## config.mk

```make
export PLATFORM = sky130hd
export DESIGN_NAME = pwr_dom_seq
export DESIGN_NICKNAME = d
export VERILOG_FILES = /design/src/rtl/pwr_dom_seq_pkg.sv /design/src/rtl/pwr_dom_seq_dp.sv /design/src/rtl/pwr_dom_seq_ctrl.sv /design/src/rtl/pwr_dom_seq.sv
export SDC_FILE = /design/constraint.sdc
export NUM_CORES = 1
export LEC_CHECK = 0
export BUFFER_PORTS_ARGS = -buffer_cell sky130_fd_sc_hd__buf_2
export CAP_MARGIN = 20
export CORE_MARGIN = 2
export CORE_UTILIZATION = 25
export DETAILED_ROUTE_END_ITERATION = 12
export HOLD_SLACK_MARGIN = 0.06
export PLACE_DENSITY = 0.39
export SKIP_LAST_GASP = 1
export SYNTH_ARGS = -nofsm -noshare
export SYNTH_HDL_FRONTEND = slang
export SYNTH_SLANG_ARGS = --single-unit
```

## constraint.sdc

```tcl
create_clock -name clk -period 1.86 [get_ports clk]
set_clock_uncertainty 0.05 [all_clocks]
set_input_delay 0.093 -clock clk [delete_from_list [all_inputs] [get_ports clk]]
set_output_delay 0.093 -clock clk [all_outputs]
set_load 0.1 [all_outputs]
```

## src/rtl/pwr_dom_seq_pkg.sv

```systemverilog
package pwr_dom_seq_pkg;

  typedef enum logic [3:0] {
    ST_IDLE    = 4'd0,
    ST_PGWAIT  = 4'd1,
    ST_ISOREL  = 4'd2,
    ST_REPWAIT = 4'd3,
    ST_UNWIND  = 4'd4,
    ST_OFFELEC = 4'd5,
    ST_OFFSW   = 4'd6,
    ST_FINISH  = 4'd7
  } seqState_t;

  typedef struct packed {
    logic swCloseSet;
    logic swOpen;
    logic lvlClear;
    logic lvlStep;
    logic tmrClear;
    logic tmrStep;
    logic elecRelease;
    logic elecApply;
    logic funcRelease;
    logic funcApply;
    logic repRaise;
    logic repDrop;
    logic lvlLatch;
    logic errClear;
    logic errPg;
    logic errRep;
  } seqCmd_t;

  localparam logic [1:0] ERR_NONE   = 2'd0;
  localparam logic [1:0] ERR_PGOOD  = 2'd1;
  localparam logic [1:0] ERR_REPAIR = 2'd2;

endpackage

```

## src/rtl/pwr_dom_seq_dp.sv

```systemverilog
module pwr_dom_seq_dp
  import pwr_dom_seq_pkg::*;
#(
  parameter int LVL_W        = 2,
  parameter int PG_WAIT_CYC  = 3000,
  parameter int REP_WAIT_CYC = 1000
) (
  input  logic             clk,
  input  logic             rstN,
  input  seqCmd_t          cmd,
  output logic             swClose,
  output logic [LVL_W-1:0] inrushLvl,
  output logic             isoElec,
  output logic             isoFunc,
  output logic             repairReq,
  output logic [1:0]       errCode,
  output logic [LVL_W-1:0] lockLevel,
  output logic             lvlMax,
  output logic             pgExpired,
  output logic             repExpired
);

  localparam int MAX_WAIT = (PG_WAIT_CYC > REP_WAIT_CYC) ? PG_WAIT_CYC : REP_WAIT_CYC;
  localparam int TMR_W    = $clog2(MAX_WAIT + 1);
  localparam logic [TMR_W-1:0] PG_LAST  = TMR_W'(PG_WAIT_CYC - 1);
  localparam logic [TMR_W-1:0] REP_LAST = TMR_W'(REP_WAIT_CYC - 1);
  localparam logic [LVL_W-1:0] LVL_TOP  = {LVL_W{1'b1}};

  logic [TMR_W-1:0] waitTmr;

  always_ff @(posedge clk or negedge rstN) begin
    if (!rstN) begin
      swClose   <= 1'b0;
      inrushLvl <= '0;
      isoElec   <= 1'b1;
      isoFunc   <= 1'b1;
      repairReq <= 1'b0;
      errCode   <= ERR_NONE;
      lockLevel <= '0;
      waitTmr   <= '0;
    end else begin
      if (cmd.swCloseSet)   swClose <= 1'b1;
      else if (cmd.swOpen)  swClose <= 1'b0;

      if (cmd.lvlClear)     inrushLvl <= '0;
      else if (cmd.lvlStep) inrushLvl <= inrushLvl + 1'b1;

      if (cmd.tmrClear)     waitTmr <= '0;
      else if (cmd.tmrStep) waitTmr <= waitTmr + 1'b1;

      if (cmd.elecRelease)    isoElec <= 1'b0;
      else if (cmd.elecApply) isoElec <= 1'b1;

      if (cmd.funcRelease)    isoFunc <= 1'b0;
      else if (cmd.funcApply) isoFunc <= 1'b1;

      if (cmd.repRaise)     repairReq <= 1'b1;
      else if (cmd.repDrop) repairReq <= 1'b0;

      if (cmd.errClear)     errCode <= ERR_NONE;
      else if (cmd.errPg)   errCode <= ERR_PGOOD;
      else if (cmd.errRep)  errCode <= ERR_REPAIR;

      if (cmd.lvlLatch)     lockLevel <= inrushLvl;
    end
  end

  assign lvlMax     = (inrushLvl == LVL_TOP);
  assign pgExpired  = (waitTmr == PG_LAST);
  assign repExpired = (waitTmr == REP_LAST);

endmodule

```

## src/rtl/pwr_dom_seq_ctrl.sv

```systemverilog
module pwr_dom_seq_ctrl
  import pwr_dom_seq_pkg::*;
(
  input  logic      clk,
  input  logic      rstN,
  input  logic      reqOn,
  input  logic      reqOff,
  input  logic      pwrGood,
  input  logic      repairDone,
  input  logic      swClose,
  input  logic      lvlMax,
  input  logic      pgExpired,
  input  logic      repExpired,
  output seqCmd_t   cmd,
  output seqState_t state,
  output logic      busy,
  output logic      done
);

  seqState_t nextState;

  always_ff @(posedge clk or negedge rstN) begin
    if (!rstN) state <= ST_IDLE;
    else       state <= nextState;
  end

  always_comb begin
    cmd       = '0;
    nextState = state;
    unique case (state)
      ST_IDLE: begin
        if (reqOn) begin
          cmd.errClear = 1'b1;
          if (swClose) begin
            nextState = ST_FINISH;
          end else begin
            cmd.swCloseSet = 1'b1;
            cmd.lvlClear   = 1'b1;
            cmd.tmrClear   = 1'b1;
            nextState      = ST_PGWAIT;
          end
        end else if (reqOff) begin
          cmd.errClear  = 1'b1;
          cmd.funcApply = 1'b1;
          nextState     = ST_OFFELEC;
        end
      end
      ST_PGWAIT: begin
        if (pwrGood) begin
          cmd.lvlLatch    = 1'b1;
          cmd.elecRelease = 1'b1;
          nextState       = ST_ISOREL;
        end else if (pgExpired) begin
          if (lvlMax) begin
            cmd.swOpen   = 1'b1;
            cmd.lvlClear = 1'b1;
            cmd.errPg    = 1'b1;
            nextState    = ST_FINISH;
          end else begin
            cmd.lvlStep  = 1'b1;
            cmd.tmrClear = 1'b1;
          end
        end else begin
          cmd.tmrStep = 1'b1;
        end
      end
      ST_ISOREL: begin
        cmd.repRaise = 1'b1;
        cmd.tmrClear = 1'b1;
        nextState    = ST_REPWAIT;
      end
      ST_REPWAIT: begin
        if (repairDone) begin
          cmd.repDrop     = 1'b1;
          cmd.funcRelease = 1'b1;
          nextState       = ST_FINISH;
        end else if (repExpired) begin
          cmd.repDrop   = 1'b1;
          cmd.elecApply = 1'b1;
          nextState     = ST_UNWIND;
        end else begin
          cmd.tmrStep = 1'b1;
        end
      end
      ST_UNWIND: begin
        cmd.swOpen   = 1'b1;
        cmd.lvlClear = 1'b1;
        cmd.errRep   = 1'b1;
        nextState    = ST_FINISH;
      end
      ST_OFFELEC: begin
        cmd.elecApply = 1'b1;
        nextState     = ST_OFFSW;
      end
      ST_OFFSW: begin
        cmd.swOpen   = 1'b1;
        cmd.lvlClear = 1'b1;
        nextState    = ST_FINISH;
      end
      ST_FINISH: nextState = ST_IDLE;
      default:   nextState = ST_IDLE;
    endcase
  end

  assign busy = (state != ST_IDLE) && (state != ST_FINISH);
  assign done = (state == ST_FINISH);

endmodule

```

## src/rtl/pwr_dom_seq.sv

```systemverilog
module pwr_dom_seq
  import pwr_dom_seq_pkg::*;
#(
  parameter int PG_WAIT_CYC  = 3000,
  parameter int REP_WAIT_CYC = 1000
) (
  input  logic       clk,
  input  logic       rstN,
  input  logic       reqOn,
  input  logic       reqOff,
  input  logic       pwrGood,
  input  logic       repairDone,
  output logic       swClose,
  output logic [1:0] inrushLvl,
  output logic       isoElec,
  output logic       isoFunc,
  output logic       repairReq,
  output logic       busy,
  output logic       done,
  output logic [1:0] errCode,
  output logic [1:0] lockLevel,
  output logic [3:0] stateOut
);

  seqCmd_t   cmd;
  seqState_t state;
  logic      lvlMax;
  logic      pgExpired;
  logic      repExpired;

  pwr_dom_seq_ctrl u_ctrl (
    .clk        (clk),
    .rstN       (rstN),
    .reqOn      (reqOn),
    .reqOff     (reqOff),
    .pwrGood    (pwrGood),
    .repairDone (repairDone),
    .swClose    (swClose),
    .lvlMax     (lvlMax),
    .pgExpired  (pgExpired),
    .repExpired (repExpired),
    .cmd        (cmd),
    .state      (state),
    .busy       (busy),
    .done       (done)
  );

  pwr_dom_seq_dp #(
    .LVL_W        (2),
    .PG_WAIT_CYC  (PG_WAIT_CYC),
    .REP_WAIT_CYC (REP_WAIT_CYC)
  ) u_dp (
    .clk        (clk),
    .rstN       (rstN),
    .cmd        (cmd),
    .swClose    (swClose),
    .inrushLvl  (inrushLvl),
    .isoElec    (isoElec),
    .isoFunc    (isoFunc),
    .repairReq  (repairReq),
    .errCode    (errCode),
    .lockLevel  (lockLevel),
    .lvlMax     (lvlMax),
    .pgExpired  (pgExpired),
    .repExpired (repExpired)
  );

  assign stateOut = state;

endmodule

```

== Word-level counts from Yosys, hierarchy flattened ==
Cells that the tools add are included.

* Register bits after elaboration: 26
* Input port bits: 6
* Output and inout bits: 16
* Logic and storage cells: 97

* $add $sub $neg: 2
* Equality and inequality tests: 15
* Multiplexer cells: 59
* Reductions and logical operators: 12

{| class="wikitable"
|+ Operators by type and width
! operator !! count
|-
| 1-bit two-way mux || 34
|-
| 4-bit two-way mux || 8
|-
| 12-bit two-way mux || 2
|-
| 4-bit one-hot mux with 6 select lines || 1
|-
| 4-bit by 3-bit == test with 1-bit output (second input constant) || 4
|-
| 2-bit two-way mux || 7
|-
| 12-bit by 1-bit adder with 12-bit output (second input constant) || 1
|-
| 12-bit by 10-bit == test with 1-bit output (second input constant) || 1
|-
| 12-bit == test (second input constant) || 1
|-
| 3-bit inequality test (second input constant) || 4
|-
| 2-bit nonzero test || 6
|-
| 4-bit by 2-bit == test with 1-bit output (second input constant) || 2
|-
| 1-bit one-hot mux with 2 select lines || 3
|-
| 1-bit one-hot mux with 3 select lines || 2
|-
| 5-bit two-way mux || 1
|-
| 4-bit by 1-bit == test with 1-bit output (second input constant) || 1
|-
| 4-bit zero test || 1
|-
| 4-bit by 3-bit inequality test with 1-bit output (second input constant) || 1
|-
| 4-bit AND reduction || 1
|-
| 4-bit nonzero test || 1
|-
| 3-bit two-way mux || 1
|-
| 3-bit nonzero test || 1
|-
| 2-bit by 1-bit adder with 2-bit output (second input constant) || 1
|-
| 2-bit == test (second input constant) || 1
|-
| other kinds (2) || 2
|}

== Logic depth before layout (Yosys ltp) ==
Gate-level depths: netlist of the first run.

* Word-level depth: 7
* Depth in mapped cells: 8
* Gate-level depth less buffers: 5

== Cells and area by module ==
From an unflattened synthesis of the first run, not the netlist that was laid out.

* Cells, all modules: 152
* Area, all modules: 1420.1 sq um

{| class="wikitable"
|+ Modules (own cells, without submodules)
! module !! times used !! cells an instance !! area each (sq um) !! seq. area each (sq um)
|-
| pwr_dom_seq_dp || 1 || 97 || 1037.2 || 553.0
|-
| pwr_dom_seq_ctrl || 1 || 55 || 382.9 || 75.1
|}

== Least setup slack after synthesis of the first run ==
Ideal clock, no wire load.

* Kind: register to output
* From: reg u_ctrl.state[2]
* To: out busy
* Arrival: 3749 ps
* Required time: 1717 ps
* Setup slack: -2032 ps
* Stages on the path, launching flop included: 5
* Buffers on the path: 1
* Cell sequence: dfrtp_1 clkbuf_1 inv_1 nor2_1 a21oi_1

* Word-level cells in the longest chain between the ends: 2
* Elaborated cells on any way between the ends: 3
* Those cells by class: 1 x eq/ne; 2 x reduce/logical

{| class="wikitable"
|+ RTL lines
! element !! line !! source
|-
| start, declared || pwr_dom_seq_ctrl.sv:15 || <nowiki>output seqState_t state,</nowiki>
|-
| start signal, assigned || pwr_dom_seq_ctrl.sv:24 || <nowiki>else state <= nextState;</nowiki>
|-
| 4-bit by 3-bit inequality test with 1-bit output or 4-bit nonzero test (tied branches) || pwr_dom_seq_ctrl.sv:105 || <nowiki>assign busy = (state != ST_IDLE) && (state != ST_FINISH);</nowiki>
|-
| 1-bit logical AND (*) || pwr_dom_seq_ctrl.sv:105 ||
|-
| end, declared || pwr_dom_seq.sv:18 || <nowiki>output logic busy,</nowiki>
|}

Mark *: on every way between the ends. The rest lies on a longest branch, timed or not.

== Final worst setup path of the first run ==
* From: reg u_ctrl.state[1]
* To: reg u_dp.inrushLvl[1]

* Word-level cells in the longest chain between the ends: 4
* Elaborated cells on any way between the ends: 9
* Those cells by class: 3 x eq/ne; 3 x mux; 3 x reduce/logical

{| class="wikitable"
|+ RTL lines
! element !! line !! source
|-
| 4-bit by 3-bit == test with 1-bit output || pwr_dom_seq_ctrl.sv:30 || <nowiki>unique case (state)</nowiki>
|-
| 2-bit OR reduction (no source line) || -- ||
|-
| 1-bit one-hot mux with 3 select lines || pwr_dom_seq_ctrl.sv:30 ||
|-
| 2-bit two-way mux or 2-bit nonzero test (tied branches) || -- ||
|-
| end signal, assigned || pwr_dom_seq_dp.sv:46 || <nowiki>else if (cmd.lvlStep) inrushLvl <= inrushLvl + 1'b1;</nowiki>
|-
| end, declared || pwr_dom_seq_dp.sv:12 || <nowiki>output logic [LVL_W-1:0] inrushLvl,</nowiki>
|}

Parallel ways exist; a longest one is shown, timed or not.
A chain may end at the register's enable or synchronous reset.

==> metrics.md, run 1 <==
| Metric | Value |
|---|---|
| Met3 WL | `163 um` |
| Height of the chip | `84.7 um` |
| Half-perimeter wire length of the detailed placement result | `3630 um` |
| Antenna cells | `0` |
| Count of standard-cell rows | `29` |
| H-tree levels | `1` |
| Initial antenna violation count | `0` |
| Crit Path Class | `reg2reg` |
| Largest voltage drop on the vdd net | `0.716 mV` |
| DR DRC count | `0` |
| Number of port buffers | `20` |
| Share of cells above drive strength 1 | `43.2%` |
| EDFF count, synth | `0` |
| Uppermost metal layer occupied by signal nets | `met4` |
| Area of all placed cells without fillers | `2340 sq um` |
| Tmin final | `1.97 ns` |
| Type of the tightest min-delay check | `in2reg` |
| WL/cell | `16.0 um` |
| Proportion of synthesized chip area in sequential cells | `38.6%` |
| Slew margin rel. | `59.4%` |
| Outcome | `complete, but fails checks` |
| Primary flip-flop cell chosen by synthesis mapping | `sky130_fd_sc_hd__dfrtp_1` |
| Die X-Extent | `~85 um` |
| Synth warnings | `0` |
| Iteration-0 DRC Markers | `between 60 and 70` |
| Unrepaired setup endpoints after global routing | `yes` |
| Number of max-cap violations | `0` |
| Final setup TNS | `-0.412 ns` |
| Setup violators final | `8` |
| Post-place instance area | `2110 sq um` |
| Flops & latches, synth | `25` |
| Layout Area Growth over Synthesis | `43.4%` |
| Share of synthesized registers carrying an async set or reset | `100%` |
| Mapped cell area | `1630 sq um` |
| Pre-antenna DRT Iters | `4` |
| Data arrival time of the critical path | `between 2 and 2.5 ns` |
| Syn Inst Count | `roughly 180` |
| Final hold violation count | `0` |
| Clock tree buffer depth | `2` |
| Clock tree from TritonCTS | `yes` |
| Non-Filler Instances | `between 300 and 400` |
| First-pass GRT wire length | `8140 um` |
| Maximum fanout count along the critical path | `4` |
| Sinks on the clock net | `25` |
| Worst setup SP type | `register` |
| Root Driver | `sky130_fd_sc_hd__clkbuf_8` |
| Number of buffers created by CTS | `3` |
| Length of routed met2 wiring | `2380 um` |
| Routed vias/inst | `5.19` |
| Critical Path End Type | `register` |
| Detailed-route wire length on metal 1 | `2380 um` |
| Final clock period utilization by the worst path | `106%` |
| Maximum operating frequency | `508 MHz` |
| Leakage power | `slightly above 1 nW` |
| Vias in the first global route | `~1600` |
| Number of routed nets with antenna violations | `0` |
| Placement Setup Slack | `-0.203 ns` |
| WP data required | `2.02 ns` |
| End-of-flow core utilization | `37.0%` |
| Total GRT Usage | `around 14%` |
| Remaining global-route overflow | `0` |
| Number of nets in the synthesized netlist | `between 150 and 200` |
| Die ar. | `7180 sq um` |
| Standard cell core area | `6310 sq um` |
| Slew Viols, Final | `0` |
| Clock transition at the registers of the reported paths | `0.10 ns` |
| Top-level port count | `22` |
| Count of fill cells added during filler insertion | `677` |
| Per-instance average area after synthesis | `9.10 sq um` |
| Cell Count Post-Placement | `300` |
| Number of unique standard cell types used by synthesis | `52` |
| Violations in the final reports | `negative setup slack` |
| Tightest Pin Transition | `0.609 ns` |
| Fin worst setup slack | `-0.109 ns` |
| Final wirelength | `4970 um` |
| Power per Cell Area | `1520 nW/um^2` |
| Largest net degree at the start of global routing | `26` |
| Initial Util | `between 20% and 30%` |
| Weighted congestion at the end of routability-driven global placement | `between 0.7 and 0.8` |
| Net count of the finished layout | `243` |
| Later-pin clock latency in the skew report | `0.28 ns` |
| Via count | `1615` |
==> power by group <==
part	internal [mW]	switching [mW]
logic	0.835	1.57
clock network	0.152	0.198
registers	0.703	0.0915
total	1.69	1.86
==> routing by layer <==
metal	vias up	GRT usage, %
met5	-	0
met4	0	2.89
met3	4	2.75
met2	25	23.3
met1	802	19.1
li1	784	-
==> kinds of logic (layout without fill, tap and decap cells) <==
kind of cell / Yosys count / in the layout / synth area share, %
AND/OR/NAND/NOR: 59 / 59 / 20.5
multiplexers: 13 / 13 / 8.14
flip-flops: 25 / 25 / 38.6
adder cells (fa/ha/maj): 2 / 2 / 1.54
buffers and inverters: 21 / 76 / 5.30
XOR/XNOR: 1 / 1 / 0.538
other: 1 / 1 / 0.230
AO/OA/AOI/OAI: 57 / 57 / 25.2
==> sequential cells by signal (all words and copies together) (netlist names) <==
name / count
u_dp.waitTmr: 12
u_ctrl.state: 3
u_dp.errCode: 2
u_dp.inrushLvl: 2
u_dp.lockLevel: 2
u_dp.isoElec: 1
u_dp.isoFunc: 1
u_dp.repairReq: 1
u_dp.swClose: 1
==> Yosys cell counts, types with 2 or more instances <==
| master | count | area, sq um |
|---|---|---|
| sky130_fd_sc_hd__a22o_1 | 2 | 17.5 |
| sky130_fd_sc_hd__nand2_1 | 15 | 56.3 |
| sky130_fd_sc_hd__dfstp_2 | 2 | 52.6 |
| sky130_fd_sc_hd__nor3_1 | 3 | 15.0 |
| sky130_fd_sc_hd__a21oi_1 | 9 | 45.0 |
| sky130_fd_sc_hd__and4_1 | 2 | 17.5 |
| sky130_fd_sc_hd__mux2_2 | 2 | 22.5 |
| sky130_fd_sc_hd__ha_1 | 2 | 25.0 |
| sky130_fd_sc_hd__nor2_1 | 13 | 48.8 |
| sky130_fd_sc_hd__dfrtp_1 | 23 | 576 |
| sky130_fd_sc_hd__buf_2 | 3 | 15.0 |
| sky130_fd_sc_hd__nand3_1 | 8 | 40.0 |
| sky130_fd_sc_hd__nor2b_1 | 3 | 18.8 |
| sky130_fd_sc_hd__inv_1 | 10 | 37.5 |
| sky130_fd_sc_hd__o211ai_1 | 16 | 120 |
| sky130_fd_sc_hd__nand4_1 | 2 | 12.5 |
| sky130_fd_sc_hd__o21ai_0 | 10 | 50.1 |
| sky130_fd_sc_hd__mux2i_1 | 11 | 110 |
| sky130_fd_sc_hd__nand2b_1 | 2 | 12.5 |
| sky130_fd_sc_hd__clkbuf_1 | 7 | 26.3 |
| sky130_fd_sc_hd__a31oi_1 | 3 | 18.8 |
==> critical path, cell delays in order, from the launching register on <==
cell	delay, ns
sky130_fd_sc_hd__dfrtp_4	0.50
sky130_fd_sc_hd__buf_6	0.13
sky130_fd_sc_hd__nor4b_4	0.30
sky130_fd_sc_hd__nand4_1	0.25
sky130_fd_sc_hd__or3b_2	0.52
sky130_fd_sc_hd__a21oi_1	0.15
==> per-stage QoR <==
step	hold slack [ns]	total power [mW]
2_1_floorplan	-0.253	2.35
3_3_place_gp	0.0865	2.95
3_5_place_dp	0.113	2.97
4_1_cts	0.0675	3.47
5_1_grt	0.135	3.75
6_report	0.0905	3.55
==> final cells by class <==
type / instances / area (sq um) / area share, %
Clock inverter: 1 / 7.51 / 0.321
Tap cell: 77 / 96.3 / 4.12
Clock buffer: 3 / 41.3 / 1.77
Inverter: 10 / 41.3 / 1.77
Timing Repair Buffer: 62 / 462 / 19.8
Multi-Input combinational cell: 133 / 1040 / 44.7
Sequential cell: 25 / 643 / 27.5
==> path summary, 6_finish.rpt <==
path                                             start                             to  slack [ns]  cells past startpoint
max                        u_ctrl.state[1]$_DFFE_PN0P_  u_dp.inrushLvl[1]$_DFFE_PN0P_       -0.11                      5
min                                             reqOff       u_dp.isoFunc$_DFFE_PN1P_        0.09                      3
max reg2reg                u_ctrl.state[1]$_DFFE_PN0P_  u_dp.inrushLvl[1]$_DFFE_PN0P_       -0.11                      5
min reg2reg                   u_dp.isoFunc$_DFFE_PN1P_       u_dp.isoFunc$_DFFE_PN1P_        0.46                      2
max in group asynchronous                         rstN    u_ctrl.state[1]$_DFFE_PN0P_        1.01                      2
min in group asynchronous                         rstN     u_dp.repairReq$_DFFE_PN0P_        0.30                      2
==> timing repair <==
item,CTS,global route
setup endpoints to repair,19,19
setup buffers,5,1
resized for setup,15,13
hold endpoints to repair,23,0
pin swaps,4,7
hold buffers,1,0
==> layout by cell type (no fill, tap or decap), drive strengths merged, types with 3 or more instances in the layout <==
| master | instances |
|---|---|
| mux2i | 11 |
| buf | 61 |
| clkbuf | 3 |
| inv | 9 |
| nor2b | 3 |
| o21ai | 11 |
| nor2 | 13 |
| nand2 | 15 |
| nor3 | 3 |
| o211ai | 16 |
| a21oi | 9 |
| a31oi | 3 |
| dfrtp | 23 |
| nand3 | 8 |
Note: power is estimated with default switching activity, not from simulation.
==> run 2: changes to the inputs <==
==> constraint.sdc (replaced) <==
create_clock -name clk -period 1.65 [get_ports clk]
set_clock_uncertainty 0.05 [all_clocks]
set_input_delay 0.0825 -clock clk [delete_from_list [all_inputs] [get_ports clk]]
set_output_delay 0.0825 -clock clk [all_outputs]
set_load 0.1 [all_outputs]
==> metrics.md, run 2 (same netlist as run 1, synthesis figures left out) <==
| Metric | Value |
|---|---|
| Via count | `1714 (+6.1%)` |
| Pre-antenna DRT Iters | `4 (unchanged)` |
| Leading cell type in the layout, fill and taps excluded | `sky130_fd_sc_hd__buf_4` |
| R2R cell count | `5 (unchanged)` |
| Slew margin rel. | `56.8% (-2.6 points)` |
| Largest net degree at the start of global routing | `26 (unchanged)` |
| Endpoint with the worst hold slack | `u_ctrl.state[1]$_DFFE_PN0P_` |
| Standard cell core area | `6310 sq um (unchanged)` |
| WL/cell | `15.9 um (-0.74%)` |
| FF/Latch Area | `648 sq um (+0.78%)` |
| Data arrival time of the critical path | `2.14 ns (about the same)` |
| Setup violators final | `19 (+11)` |
| DR DRC count | `0 (unchanged)` |
| Maximum fanout count along the critical path | `6 (+2)` |
| Layout Area Growth over Synthesis | `67.7%` |
| Die ar. | `7180 sq um (unchanged)` |
| Maximum operating frequency | `506 MHz (-0.39%)` |
| WP data required | `1.81 ns (-0.21 ns)` |
| Tightest Pin Transition | `0.648 ns (+0.0387 ns)` |
| Tmin final | `1.98 ns (+0.00776 ns)` |
| Count of standard-cell rows | `29 (unchanged)` |
| Final wirelength | `5410 um (+8.8%)` |
| Top-level port count | `22 (unchanged)` |
| Sinks on the clock net | `25 (unchanged)` |
| Net count of the finished layout | `273 (+12%)` |
| Biggest registers after layout | `u_dp.waitTmr x12, u_ctrl.state x3` |
| Cells along the critical path | `or4b_4, o22a_4, buf_4, a21oi_4, mux2i_1` |
| Later-pin clock latency in the skew report | `0.28 ns (about the same)` |
| Register containing the most flip-flops in the final layout | `u_dp.waitTmr` |
| Number of port buffers | `20 (unchanged)` |
| Commonest non-fill, non-tap cells in the layout | `55 x sky130_fd_sc_hd__buf_4, 19 x sky130_fd_sc_hd__buf_2, 17 x sky130_fd_sc_hd__dfrtp_1, 16 x sky130_fd_sc_hd__o211ai_1` |
| Leakage power | `1.21 nW (+19%)` |
| Combined area of the multi-input logic cells | `1160 sq um (+11%)` |
| Remaining global-route overflow | `0 (unchanged)` |
| Slowest CP cell | `sky130_fd_sc_hd__or4b_4` |
| Count of fill cells added during filler insertion | `620 (-8.4%)` |
| Crit Path Class | `reg2reg` |
| Unrepaired setup endpoints after global routing | `yes` |
| Hold Worst Slack | `0.119 ns (+0.0281 ns)` |
| Overall power after layout | `4.34 mW (+22%)` |
| Outcome | `complete, but fails checks` |
| Clock transition at the registers of the reported paths | `0.10 ns (about the same)` |
| Violations in the final reports | `negative setup slack` |
| Clock tree buffer depth | `2 (unchanged)` |
| Final clock period utilization by the worst path | `120% (+14 points)` |
| R2R Path End | `u_dp.waitTmr[10]$_DFFE_PN0P_` |
| Die X-Extent | `84.7 um (unchanged)` |
| Worst hold path depth | `3 (unchanged)` |
| Total GRT Usage | `15.3% (+1.2 points)` |
| Worst flop-to-flop path startpoint | `u_ctrl.state[2]$_DFFE_PN0P_` |
| Number of max-cap violations | `0 (unchanged)` |
| Type of the tightest min-delay check | `in2reg` |
| H-tree levels | `1 (unchanged)` |
| Number of routed nets with antenna violations | `0 (unchanged)` |
| Half-perimeter wire length of the detailed placement result | `3760 um (+3.6%)` |
| Clock tree from TritonCTS | `yes` |
| Min-delay src | `reqOn` |
| Critical Path End Type | `register` |
| Slew Viols, Final | `0 (unchanged)` |
| Initial Util | `25.8% (unchanged)` |
| Slack of the worst reg-to-reg path | `-0.33 ns (-0.22 ns)` |
| Fin worst setup slack | `-0.327 ns (-0.218 ns)` |
| Largest voltage drop on the vdd net | `1.23 mV (+71%)` |
| Iteration-0 DRC Markers | `130 (+100%)` |
| Vias in the first global route | `1654 (+4.0%)` |
| Weighted congestion at the end of routability-driven global placement | `0.810 (+9.4%)` |
| End-of-flow core utilization | `43.3% (+6.3 points)` |
| Initial antenna violation count | `0 (unchanged)` |
| Final hold violation count | `0 (unchanged)` |
| First-pass GRT wire length | `8740 um (+7.5%)` |
| Number of flip-flops under the largest register name | `12 (unchanged)` |
| Antenna cells | `0 (unchanged)` |
| Power per Cell Area | `1590 nW/um^2 (+4.5%)` |
| Root Driver | `sky130_fd_sc_hd__clkbuf_8` |
| Share of cells above drive strength 1 | `55.3% (+12 points)` |
| Routed vias/inst | `5.03 (-3.2%)` |
| Number of buffers created by CTS | `3 (unchanged)` |
| Largest stage delay on the critical path | `0.58 ns (+0.06 ns)` |
| Worst setup SP type | `register` |
| Height of the chip | `84.7 um (unchanged)` |
[run 2: cell types whose count changed in the layout (fill, tap and decap cells not counted), sizes merged]
| cell | change |
|---|---|
| dlygate4sd3 | +1 |
| clkinvlp | -1 |
| clkinv | +1 |
| buf | +29 |
[run 2: through the flow]
stage	worst slack, ns	instance area, sq um	TNS, ns	cells
6_report	-0.327	2730	-3.67	341
5_1_grt	-0.393	2730	-5.16	341
4_1_cts	-0.321	2620	-3.72	335
3_5_place_dp	-0.449	2270	-5.51	318
3_3_place_gp	-0.384	2270	-5.15	318
2_1_floorplan	-0.450	1700	-5.42	179
[run 2: worst max-delay path: cells and delay by family, from the launching register on]
kind                   cells  cell delay [ns]
buffers and inverters      1             0.15
AO/OA/AOI/OAI              2             0.42
AND/OR/NAND/NOR            1             0.58
multiplexers               1             0.19
flip-flops                 1             0.50
[run 2: where the power goes]
group,internal [mW],switching [mW],leakage [nW]
Combinational,1.15,1.88,0.866
Clock,0.170,0.232,0.0255
Sequential,0.792,0.113,0.319
Total,2.12,2.22,1.21
[run 2: timing repair]
action,CTS,global route
setup endpoints to repair,24,24
cloned,0,1
setup buffers,11,5
pin swaps,15,7
hold endpoints to repair,24,0
resized for setup,44,19
hold buffers,2,0
[run 2: metal layers]
metal | global-route usage, % | part of all wire (%) | vias to the layer above
met3 | 1.97 | 2.6 | 5
met1 | 21.1 | 47 | 838
met4 | 3.90 | 1.0 | 0
met2 | 25.3 | 49 | 24
li1 | - | - | 847
met5 | 0 | 0 | -
[run 2: area by class of cell]
cell class / count / area share (%)
clock buffers: 3 / 1.51
clock inverters: 1 / 0.183
inverters: 10 / 1.51
multi-input cells: 133 / 42.5
flip-flops and latches: 25 / 23.7
well taps: 77 / 3.53
repair buffers: 92 / 27.0
[run 2: worst max path at each step]
stage	from	to	slack [ns]	cells past startpoint
2_1_floorplan	u_ctrl.state[2]$_DFFE_PN0P_	u_dp.waitTmr[6]$_DFFE_PN0P_	-0.45	5
3_3_place_gp	u_ctrl.state[2]$_DFFE_PN0P_	u_dp.waitTmr[6]$_DFFE_PN0P_	-0.38	4
3_5_place_dp	u_ctrl.state[2]$_DFFE_PN0P_	u_dp.waitTmr[6]$_DFFE_PN0P_	-0.45	4
4_1_cts	u_ctrl.state[2]$_DFFE_PN0P_	u_dp.waitTmr[6]$_DFFE_PN0P_	-0.32	4
5_1_grt	u_ctrl.state[2]$_DFFE_PN0P_	u_ctrl.state[1]$_DFFE_PN0P_	-0.39	5
6_report	u_ctrl.state[2]$_DFFE_PN0P_	u_dp.waitTmr[10]$_DFFE_PN0P_	-0.33	5
